===== src/rtl/sprite_shadow_pkg.sv =====
package sprite_shadow_pkg;
  localparam int unsigned ADDR_W = 32;
  typedef enum logic [1:0] {
    SEL_START  = 2'd0,
    SEL_STRIDE = 2'd1,
    SEL_OFFSET = 2'd2,
    SEL_STATUS = 2'd3
  } reg_sel_e;
endpackage


===== src/rtl/sprite_stride_filter.sv =====
module sprite_stride_filter #(
  parameter int unsigned AW        = 32,
  parameter int unsigned LIN_LSB   = 6,
  parameter int unsigned TILE_LSB  = 8,
  parameter int unsigned TILE_MAX  = 16384
) (
  input  logic [AW-1:0] raw,
  input  logic          tiled,
  output logic [AW-1:0] clean,
  output logic          misalign
);
  localparam logic [AW-1:0] LIN_MASK  = ~((AW'(1) << LIN_LSB) - AW'(1));
  localparam logic [AW-1:0] TILE_MASK = ~((AW'(1) << TILE_LSB) - AW'(1));
  localparam logic [AW-1:0] CAP       = AW'(TILE_MAX);

  logic [AW-1:0] lin_val;
  logic [AW-1:0] tile_val;

  always_comb begin
    lin_val  = raw & LIN_MASK;
    tile_val = raw & TILE_MASK;
    if (tile_val > CAP) begin
      tile_val = CAP;
    end
    clean    = tiled ? tile_val : lin_val;
    misalign = tiled && (|(lin_val & ~TILE_MASK));
  end
endmodule


===== src/rtl/sprite_shadow_regs.sv =====
module sprite_shadow_regs
  import sprite_shadow_pkg::*;
#(
  parameter int unsigned AW = 32
) (
  input  logic          clk,
  input  logic          rst_n,
  input  logic          wr_en,
  input  logic [1:0]    wr_sel,
  input  logic [AW-1:0] wr_data,
  input  logic [AW-1:0] stride_clean,
  input  logic          stride_bad,
  input  logic          vblank,
  output logic [AW-1:0] pend_start,
  output logic [AW-1:0] pend_stride,
  output logic [AW-1:0] pend_offset,
  output logic [AW-1:0] live_start,
  output logic [AW-1:0] live_stride,
  output logic [AW-1:0] live_offset,
  output logic          armed,
  output logic          err,
  output logic          xfer
);
  logic [AW-1:0] pend_start_d, pend_stride_d, pend_offset_d;
  logic          armed_d, err_d;
  logic          wr_start, wr_stride, wr_offset, wr_status;

  always_comb begin
    wr_start  = wr_en && (wr_sel == SEL_START);
    wr_stride = wr_en && (wr_sel == SEL_STRIDE);
    wr_offset = wr_en && (wr_sel == SEL_OFFSET);
    wr_status = wr_en && (wr_sel == SEL_STATUS);
    xfer      = vblank && armed;

    pend_start_d  = wr_start  ? wr_data      : pend_start;
    pend_stride_d = wr_stride ? stride_clean : pend_stride;
    pend_offset_d = wr_offset ? wr_data      : pend_offset;

    armed_d = armed;
    if (xfer)     armed_d = 1'b0;
    if (wr_start) armed_d = 1'b1;

    err_d = err;
    if (wr_status)               err_d = 1'b0;
    if (wr_stride && stride_bad) err_d = 1'b1;
  end

  always_ff @(posedge clk or negedge rst_n) begin
    if (!rst_n) begin
      pend_start  <= '0;
      pend_stride <= '0;
      pend_offset <= '0;
      armed       <= 1'b0;
      err         <= 1'b0;
    end else begin
      pend_start  <= pend_start_d;
      pend_stride <= pend_stride_d;
      pend_offset <= pend_offset_d;
      armed       <= armed_d;
      err         <= err_d;
    end
  end

  always_ff @(posedge clk or negedge rst_n) begin
    if (!rst_n) begin
      live_start  <= '0;
      live_stride <= '0;
      live_offset <= '0;
    end else if (xfer) begin
      live_start  <= pend_start;
      live_stride <= pend_stride;
      live_offset <= pend_offset;
    end
  end
endmodule


===== src/rtl/sprite_line_walker.sv =====
module sprite_line_walker #(
  parameter int unsigned AW = 32
) (
  input  logic          clk,
  input  logic          rst_n,
  input  logic          vblank,
  input  logic          line_strobe,
  input  logic          reverse,
  input  logic [AW-1:0] base,
  input  logic [AW-1:0] stride,
  output logic [AW-1:0] line_addr
);
  logic [AW-1:0] addr_d;
  logic          addr_en;

  always_comb begin
    addr_en = vblank || line_strobe;
    if (vblank)       addr_d = base;
    else if (reverse) addr_d = line_addr - stride;
    else              addr_d = line_addr + stride;
  end

  always_ff @(posedge clk or negedge rst_n) begin
    if (!rst_n)       line_addr <= '0;
    else if (addr_en) line_addr <= addr_d;
  end
endmodule


===== src/rtl/sprite_addr_shadow.sv =====
module sprite_addr_shadow
  import sprite_shadow_pkg::*;
#(
  parameter int unsigned AW       = ADDR_W,
  parameter int unsigned TILE_MAX = 16384
) (
  input  logic          clk,
  input  logic          rst_n,
  input  logic          wr_en,
  input  logic [1:0]    wr_sel,
  input  logic [AW-1:0] wr_data,
  input  logic [1:0]    rd_sel,
  output logic [AW-1:0] rd_data,
  input  logic          tiled_mode,
  input  logic          rot180,
  input  logic          vblank,
  input  logic          line_strobe,
  output logic [AW-1:0] live_start,
  output logic [AW-1:0] live_stride,
  output logic [AW-1:0] live_offset,
  output logic [AW-1:0] line_addr,
  output logic          update_armed,
  output logic          stride_err
);
  logic [AW-1:0] stride_clean;
  logic          stride_bad;
  logic [AW-1:0] pend_start, pend_stride, pend_offset;
  logic          xfer;
  logic [AW-1:0] walk_base;

  sprite_stride_filter #(
    .AW(AW), .LIN_LSB(6), .TILE_LSB(8), .TILE_MAX(TILE_MAX)
  ) u_filter (
    .raw(wr_data), .tiled(tiled_mode), .clean(stride_clean), .misalign(stride_bad)
  );

  sprite_shadow_regs #(.AW(AW)) u_regs (
    .clk(clk), .rst_n(rst_n), .wr_en(wr_en), .wr_sel(wr_sel), .wr_data(wr_data),
    .stride_clean(stride_clean), .stride_bad(stride_bad), .vblank(vblank),
    .pend_start(pend_start), .pend_stride(pend_stride), .pend_offset(pend_offset),
    .live_start(live_start), .live_stride(live_stride), .live_offset(live_offset),
    .armed(update_armed), .err(stride_err), .xfer(xfer)
  );

  always_comb begin
    walk_base = xfer ? (pend_start + pend_offset) : (live_start + live_offset);
  end

  sprite_line_walker #(.AW(AW)) u_walk (
    .clk(clk), .rst_n(rst_n), .vblank(vblank), .line_strobe(line_strobe),
    .reverse(rot180), .base(walk_base), .stride(live_stride), .line_addr(line_addr)
  );

  always_comb begin
    unique case (rd_sel)
      SEL_START:  rd_data = pend_start;
      SEL_STRIDE: rd_data = pend_stride;
      SEL_OFFSET: rd_data = pend_offset;
      default:    rd_data = {{(AW-2){1'b0}}, stride_err, update_armed};
    endcase
  end
endmodule


===== config.mk =====
export PLATFORM = sky130hd
export DESIGN_NAME = sprite_addr_shadow
export DESIGN_NICKNAME = d
export VERILOG_FILES = /design/src/rtl/sprite_shadow_pkg.sv /design/src/rtl/sprite_stride_filter.sv /design/src/rtl/sprite_shadow_regs.sv /design/src/rtl/sprite_line_walker.sv /design/src/rtl/sprite_addr_shadow.sv
export SDC_FILE = /design/constraint.sdc
export NUM_CORES = 1
export LEC_CHECK = 0
export CELL_PAD_IN_SITES_DETAIL_PLACEMENT = 1
export CELL_PAD_IN_SITES_GLOBAL_PLACEMENT = 1
export CORE_ASPECT_RATIO = 1.75
export CORE_UTILIZATION = 43
export DETAILED_ROUTE_END_ITERATION = 8
export GPL_ROUTABILITY_DRIVEN = 0
export HOLD_SLACK_MARGIN = 0.06
export PLACE_DENSITY = 0.92
export SKIP_CTS_REPAIR_TIMING = 1
export SKIP_LAST_GASP = 1
export SYNTH_ARGS = -nofsm -noshare
export SYNTH_HDL_FRONTEND = slang
export SYNTH_SLANG_ARGS = --single-unit

===== constraint.sdc =====
create_clock -name clk -period 4.55 [get_ports clk]
set_input_delay 0.455 -clock clk [delete_from_list [all_inputs] [get_ports clk]]
set_output_delay 0.455 -clock clk [all_outputs]
set_load 0.02 [all_outputs]

==> Yosys cells after proc, flatten, opt, wreduce, memory -nomap -nowiden <==
Cells that the tools add are included.
{ "op_classes": {"add_sub_neg": 4, "mul": 0, "div_mod_pow": 0, "order_cmp": 1, "eq_ne": 5, "shifts": 0, "n_mux": 10, "bitwise": 0, "n_reduce_logical": 13} }
{ "ops": {"columns": ["op", "count"], "rows": [
  ["32-bit 2-to-1 mux", 5],
  ["32-bit adder", 3],
  ["32-bit one-hot mux with 3 select lines", 1],
  ["32-bit by 15-bit > comparator with 1-bit output (second input constant)", 1],
  ["32-bit subtractor", 1],
  ["1-bit logical AND", 7],
  ["2-bit equality test (second input constant)", 3],
  ["2-bit by 1-bit equality test with 1-bit output (second input constant)", 2],
  ["2-bit zero test", 2],
  ["1-bit 2-to-1 mux", 4],
  ["2-bit nonzero test", 2],
  ["2-bit OR reduction", 1],
  ["1-bit logical OR", 1]
]} }
{ "word_totals": {"regBits": 226, "latchBits": 0, "ramBits": 0, "rom_bits": 0, "input_bits": 43, "out_inout_bits": 162, "word_cells": 42, "mem_count": 0} }

==> Logic depth before layout (Yosys ltp) <==
{ "depth": {"word_depth": 4, "ltp_mapped": 16, "ltp_nobuf": 16} }

==> Cells and area by module <==
From an unflattened synthesis, not the netlist that was laid out.
{ "hier_totals": {"cells_unflattened": 1518, "area_unflattened_um2": 15254.6} }
{ "by_module_without_submodules": {"columns": ["module", "n_inst", "cells_per_inst", "area_per_inst_um2", "seq_area_each_um2"], "rows": [
  ["sprite_shadow_regs", 1, 414, 7203.2, 4854.7],
  ["sprite_addr_shadow", 1, 577, 3978.8, 0.0],
  ["sprite_line_walker", 1, 480, 3689.8, 800.8],
  ["sprite_stride_filter", 1, 47, 382.9, 0.0]
]} }

==> Worst setup path after synthesis <==
No wires, ideal clock.
{ "synth_path": {"path_type": "register to register", "start": "register u_regs.live_stride[14]", "end": "register u_walk.line_addr[29]", "setup_time_ps": 142, "t_arrival_ps": 4035, "required_ps": 4408, "path_slack_ps": 373, "stages_incl_launch_ff": 17, "path_buffers": 0, "synth_period_minus_slack_ps": 4177, "path_cell_list": "dfrtp_1 -> or4_4 -> nor3_4 -> and3_2 -> nor4bb_1 -> nor2_1 -> xnor2_1 -> ha_1 -> a21o_1 -> a21oi_1 -> nor3b_1 -> o211a_1 -> o21ai_1 -> a21o_1 -> a211o_1 -> a221oi_1 -> a211oi_1"} }
{ "synth_between": {"elab_chain_len": 3, "word_cells_on_any_way": 4, "cone_classes": "2 x add/sub; 2 x mux"} }
{ "synth_lines": {"columns": ["item", "line_no", "source"], "rows": [
  ["start, declared", "sprite_shadow_regs.sv:18", "output logic [AW-1:0] live_stride,"],
  ["start signal, assigned", "sprite_shadow_regs.sv:71", "live_stride <= pend_stride;"],
  ["32-bit adder / 32-bit subtractor (equally long branches)", "sprite_line_walker.sv:20, sprite_line_walker.sv:19", null],
  ["32-bit 2-to-1 mux (*)", "sprite_line_walker.sv:19", "else if (reverse) addr_d = line_addr - stride;"],
  ["32-bit 2-to-1 mux (*)", "sprite_line_walker.sv:18", "if (vblank) addr_d = base;"],
  ["end signal, assigned", "sprite_line_walker.sv:25", "else if (addr_en) line_addr <= addr_d;"],
  ["end, declared", "sprite_line_walker.sv:11", "output logic [AW-1:0] line_addr"]
]} }
Mark *: on every way between the ends. The rest lies on a longest branch, timed or not.
A chain may end at the register's enable or synchronous reset.

==> Worst setup path after layout <==
{ "layout_path": {"start": "register u_regs.live_stride[8]", "end": "register u_walk.line_addr[29]"} }
The elaborated chain is that of the path after synthesis.

==> impl_metrics.env <==
export IMPL_status="completed"
export IMPL_grt_start_max_net_pins=94
export IMPL_cts_root_buffer="clkbuf_16"
export IMPL_period_share_pct=95.3
export IMPL_finalHoldViolCount=0
export IMPL_synth_commonest_cells="dfrtp_1 (214), mux2_2 (150), o21ai_0 (90)"
export IMPL_synth_seq_area_share_pct=38.9
export IMPL_drv_cap=0
export IMPL_clk_pin_slew_worst_paths_ns=0.06
export IMPL_cts_tree="yes"
export IMPL_crit_fanout=6
export IMPL_skew_ns=0.0212
export IMPL_dp_hpwl_um=36700
export IMPL_utilization_pct=53.7
export IMPL_synth_cells=1347
export IMPL_grt_pass1_vias=13700
export IMPL_synth_seq_cells=214
export IMPL_rows=86
export IMPL_max_stage_delay_ns=0.45
export IMPL_drc_errors=0
export IMPL_io_pins=205
export IMPL_fmax_mhz=231
export IMPL_cts_path_max_buffers=3
export IMPL_drive_gt1_share_pct=15.5
export IMPL_path_delay_family="simple AND/OR/NAND/NOR gates"
export IMPL_fin_crit_ns=4.34
export IMPL_p_leak_nw=7.36
export IMPL_worst_slack_ns=0.214
export IMPL_yosysMostFrequentCell="dfrtp_1"
export IMPL_synth_distinct_cells=77
export IMPL_first_iter_violations=831
export IMPL_peakVddDrop_uv=406
export IMPL_hold_path_class="input port to flip-flop"
export IMPL_drt_pass1_iterations=5
export IMPL_setup_tns_ns=0
export IMPL_io_buffers=198
export IMPL_post_synth_top_area_cell="dfrtp_1"
export IMPL_nets=1664
export IMPL_cts_htree_levels=1
export IMPL_crit_chain="or3_4 > nor4_4 > and3_2 > nor4bb_2 > nor2_1 > xnor2_1 > ha_1 > a21o_1 > a21oi_2 > nor3b_1 > o211a_1 > o21ai_2 > a21o_1 > a211o_1 > a221oi_1 > a211oi_1"
export IMPL_drt_total_wl_um=52400
export IMPL_yosys_warnings=0
export IMPL_cp_common_cell="a21o_1"
export IMPL_ant_nets=0
export IMPL_start_kind="flip-flop"
export IMPL_required_ns=4.90
export IMPL_cellPowerDensity_nw_per_um2=742
export IMPL_die_h_um=239
export IMPL_area_growth_pct=22.8
export IMPL_vias_per_cell=6.45
export IMPL_dieArea_um2=32800
export IMPL_cts_sinks=214
export IMPL_ys_async_sr_fraction_pct=100
export IMPL_insertion_delay_ns=0.55
export IMPL_slew_viol_final=0
export IMPL_cp_num_buf_inv=0
export IMPL_wl_per_cell_um=26.9
export IMPL_yosysTopAreaCellShare_pct=38.9
export IMPL_synth_area_um2=13800
export IMPL_slew_headroom_pct=15.0
export IMPL_initial_core_util_pct=43.7
export IMPL_critPathKind="flip-flop to flip-flop"
export IMPL_grt_usage_pct=32.8
export IMPL_fp_coreArea_um2=31500
export IMPL_arrival_ns=4.69
export IMPL_ys_flop_type="dfrtp_1"
export IMPL_syn_avg_cell_area_um2=10.2
export IMPL_synth_edff_count=0
export IMPL_grt_first_pass_wirelength_um=80900
export IMPL_pre_cts_slack_ns=0.118
export IMPL_numCtsBuffers=23
export IMPL_grt_setup_unrepaired="false"
export IMPL_total_power_mw=12.6
export IMPL_worstMarginPinSlew_ns=1.27
export IMPL_finalSetupViolations=0
export IMPL_die_width_um=137
export IMPL_cp_end_kind="flip-flop"
export IMPL_vias=12500
export IMPL_synthTopCellsByArea="dfrtp_1 (39%), mux2_2 (12%), ha_1 (8.0%)"
export IMPL_slowest_stage="dfrtp_1"
export IMPL_gr_total_overflow=0
export IMPL_antenna_found_initial=2
-- per-layer routing --
metal	GRT usage, %	up-vias	wire, um
li1	-	5369	-
met1	36.8	6338	18900
met2	56.0	606	26700
met3	6.15	236	3300
met4	21.0	0	3560
met5	0	-	0
-- sequential cells by signal, indices dropped and copies added, names as in the netlist --
name and count:
u_regs.live_stride 26, u_regs.pend_start 32, u_regs.armed 1, u_regs.live_start 32, u_walk.line_addr 32, u_regs.pend_offset 32, u_regs.live_offset 32, u_regs.err 1
u_regs.pend_stride 26
-- logic make-up (layout without fill, tap and decap cells) --
logic type	after synthesis	after routing	synth area share (%)
and+or+nand+nor	292	292	10.6
xor gates and xnor gates	87	87	5.53
AOI/OAI and AO/OA	375	375	18.1
DFF	214	214	38.9
other	1	8	0.0272
adders and majority gates	90	90	8.28
buffers and inverters	90	286	2.84
muxes	198	198	15.7
-- worst paths after layout --
| kind | start | endpoint | slack [ns] | cells past startpoint |
|---|---|---|---|---|
| min in group asynchronous | rst_n | u_regs.pend_offset[5]$_DFFE_PN0P_ | 0.54 | 2 |
| min reg2reg | u_walk.line_addr[2]$_DFFE_PN0P_ | u_walk.line_addr[2]$_DFFE_PN0P_ | 0.51 | 1 |
| max | u_regs.live_stride[8]$_DFFE_PN0P_ | u_walk.line_addr[29]$_DFFE_PN0N_ | 0.21 | 16 |
| min | vblank | u_walk.line_addr[16]$_DFFE_PN0N_ | 0.46 | 2 |
| max reg2reg | u_regs.live_stride[8]$_DFFE_PN0P_ | u_walk.line_addr[29]$_DFFE_PN0N_ | 0.21 | 16 |
| max in group asynchronous | rst_n | u_walk.line_addr[29]$_DFFE_PN0N_ | 2.89 | 3 |
-- power by group --
part / internal (mW) / switching (mW)
clock network: 1.05 / 0.868
logic: 3.23 / 4.19
registers: 2.47 / 0.749
-- stage by stage --
step                      cell area (um2)  hold WS, ns  instances
after floorplan                     13800        0.159       1352
after global routing                16900        0.462       1944
final                               16900        0.460       1946
after global placement              16100        0.494       1900
after detailed placement            16100        0.507       1900
after CTS                           16900      -0.0159       1942
-- area by class of cell --
type	instances	area (um2)
fillers	3408	14600
clock inverters	12	104
diodes	2	5.00
clock buffers	30	632
flip-flops and latches	214	5360
multi-input cells	1048	8090
inverters	26	97.6
well taps	396	495
repair buffers	218	2140
-- placed cells by master, fill, tap and decap left out, types with 10 or more instances in the layout --
cell             netlist  layout
a31oi_1               14      14
a21oi_1               89      87
inv_1                 26      26
buf_4                  6      18
o21a_1                12      12
nand4_1               10      10
mux2i_1               48      48
clkdlybuf4s50_1        0     195
ha_1                  88      88
nand3_1               29      29
a22o_1                24      24
nor2b_1               15      14
nand2_1               80      79
a211oi_1              35      34
mux2_2               150     150
xnor2_1               59      59
nor2_1                72      72
o21ai_0               90      90
dfrtp_1              214     214
nor4_1                10      10
and3_1                12      12
a21o_1                41      41
xor2_1                28      28
nor3_1                20      20
clkbuf_16              0      23
Note: power is estimated with default switching activity, not from simulation.
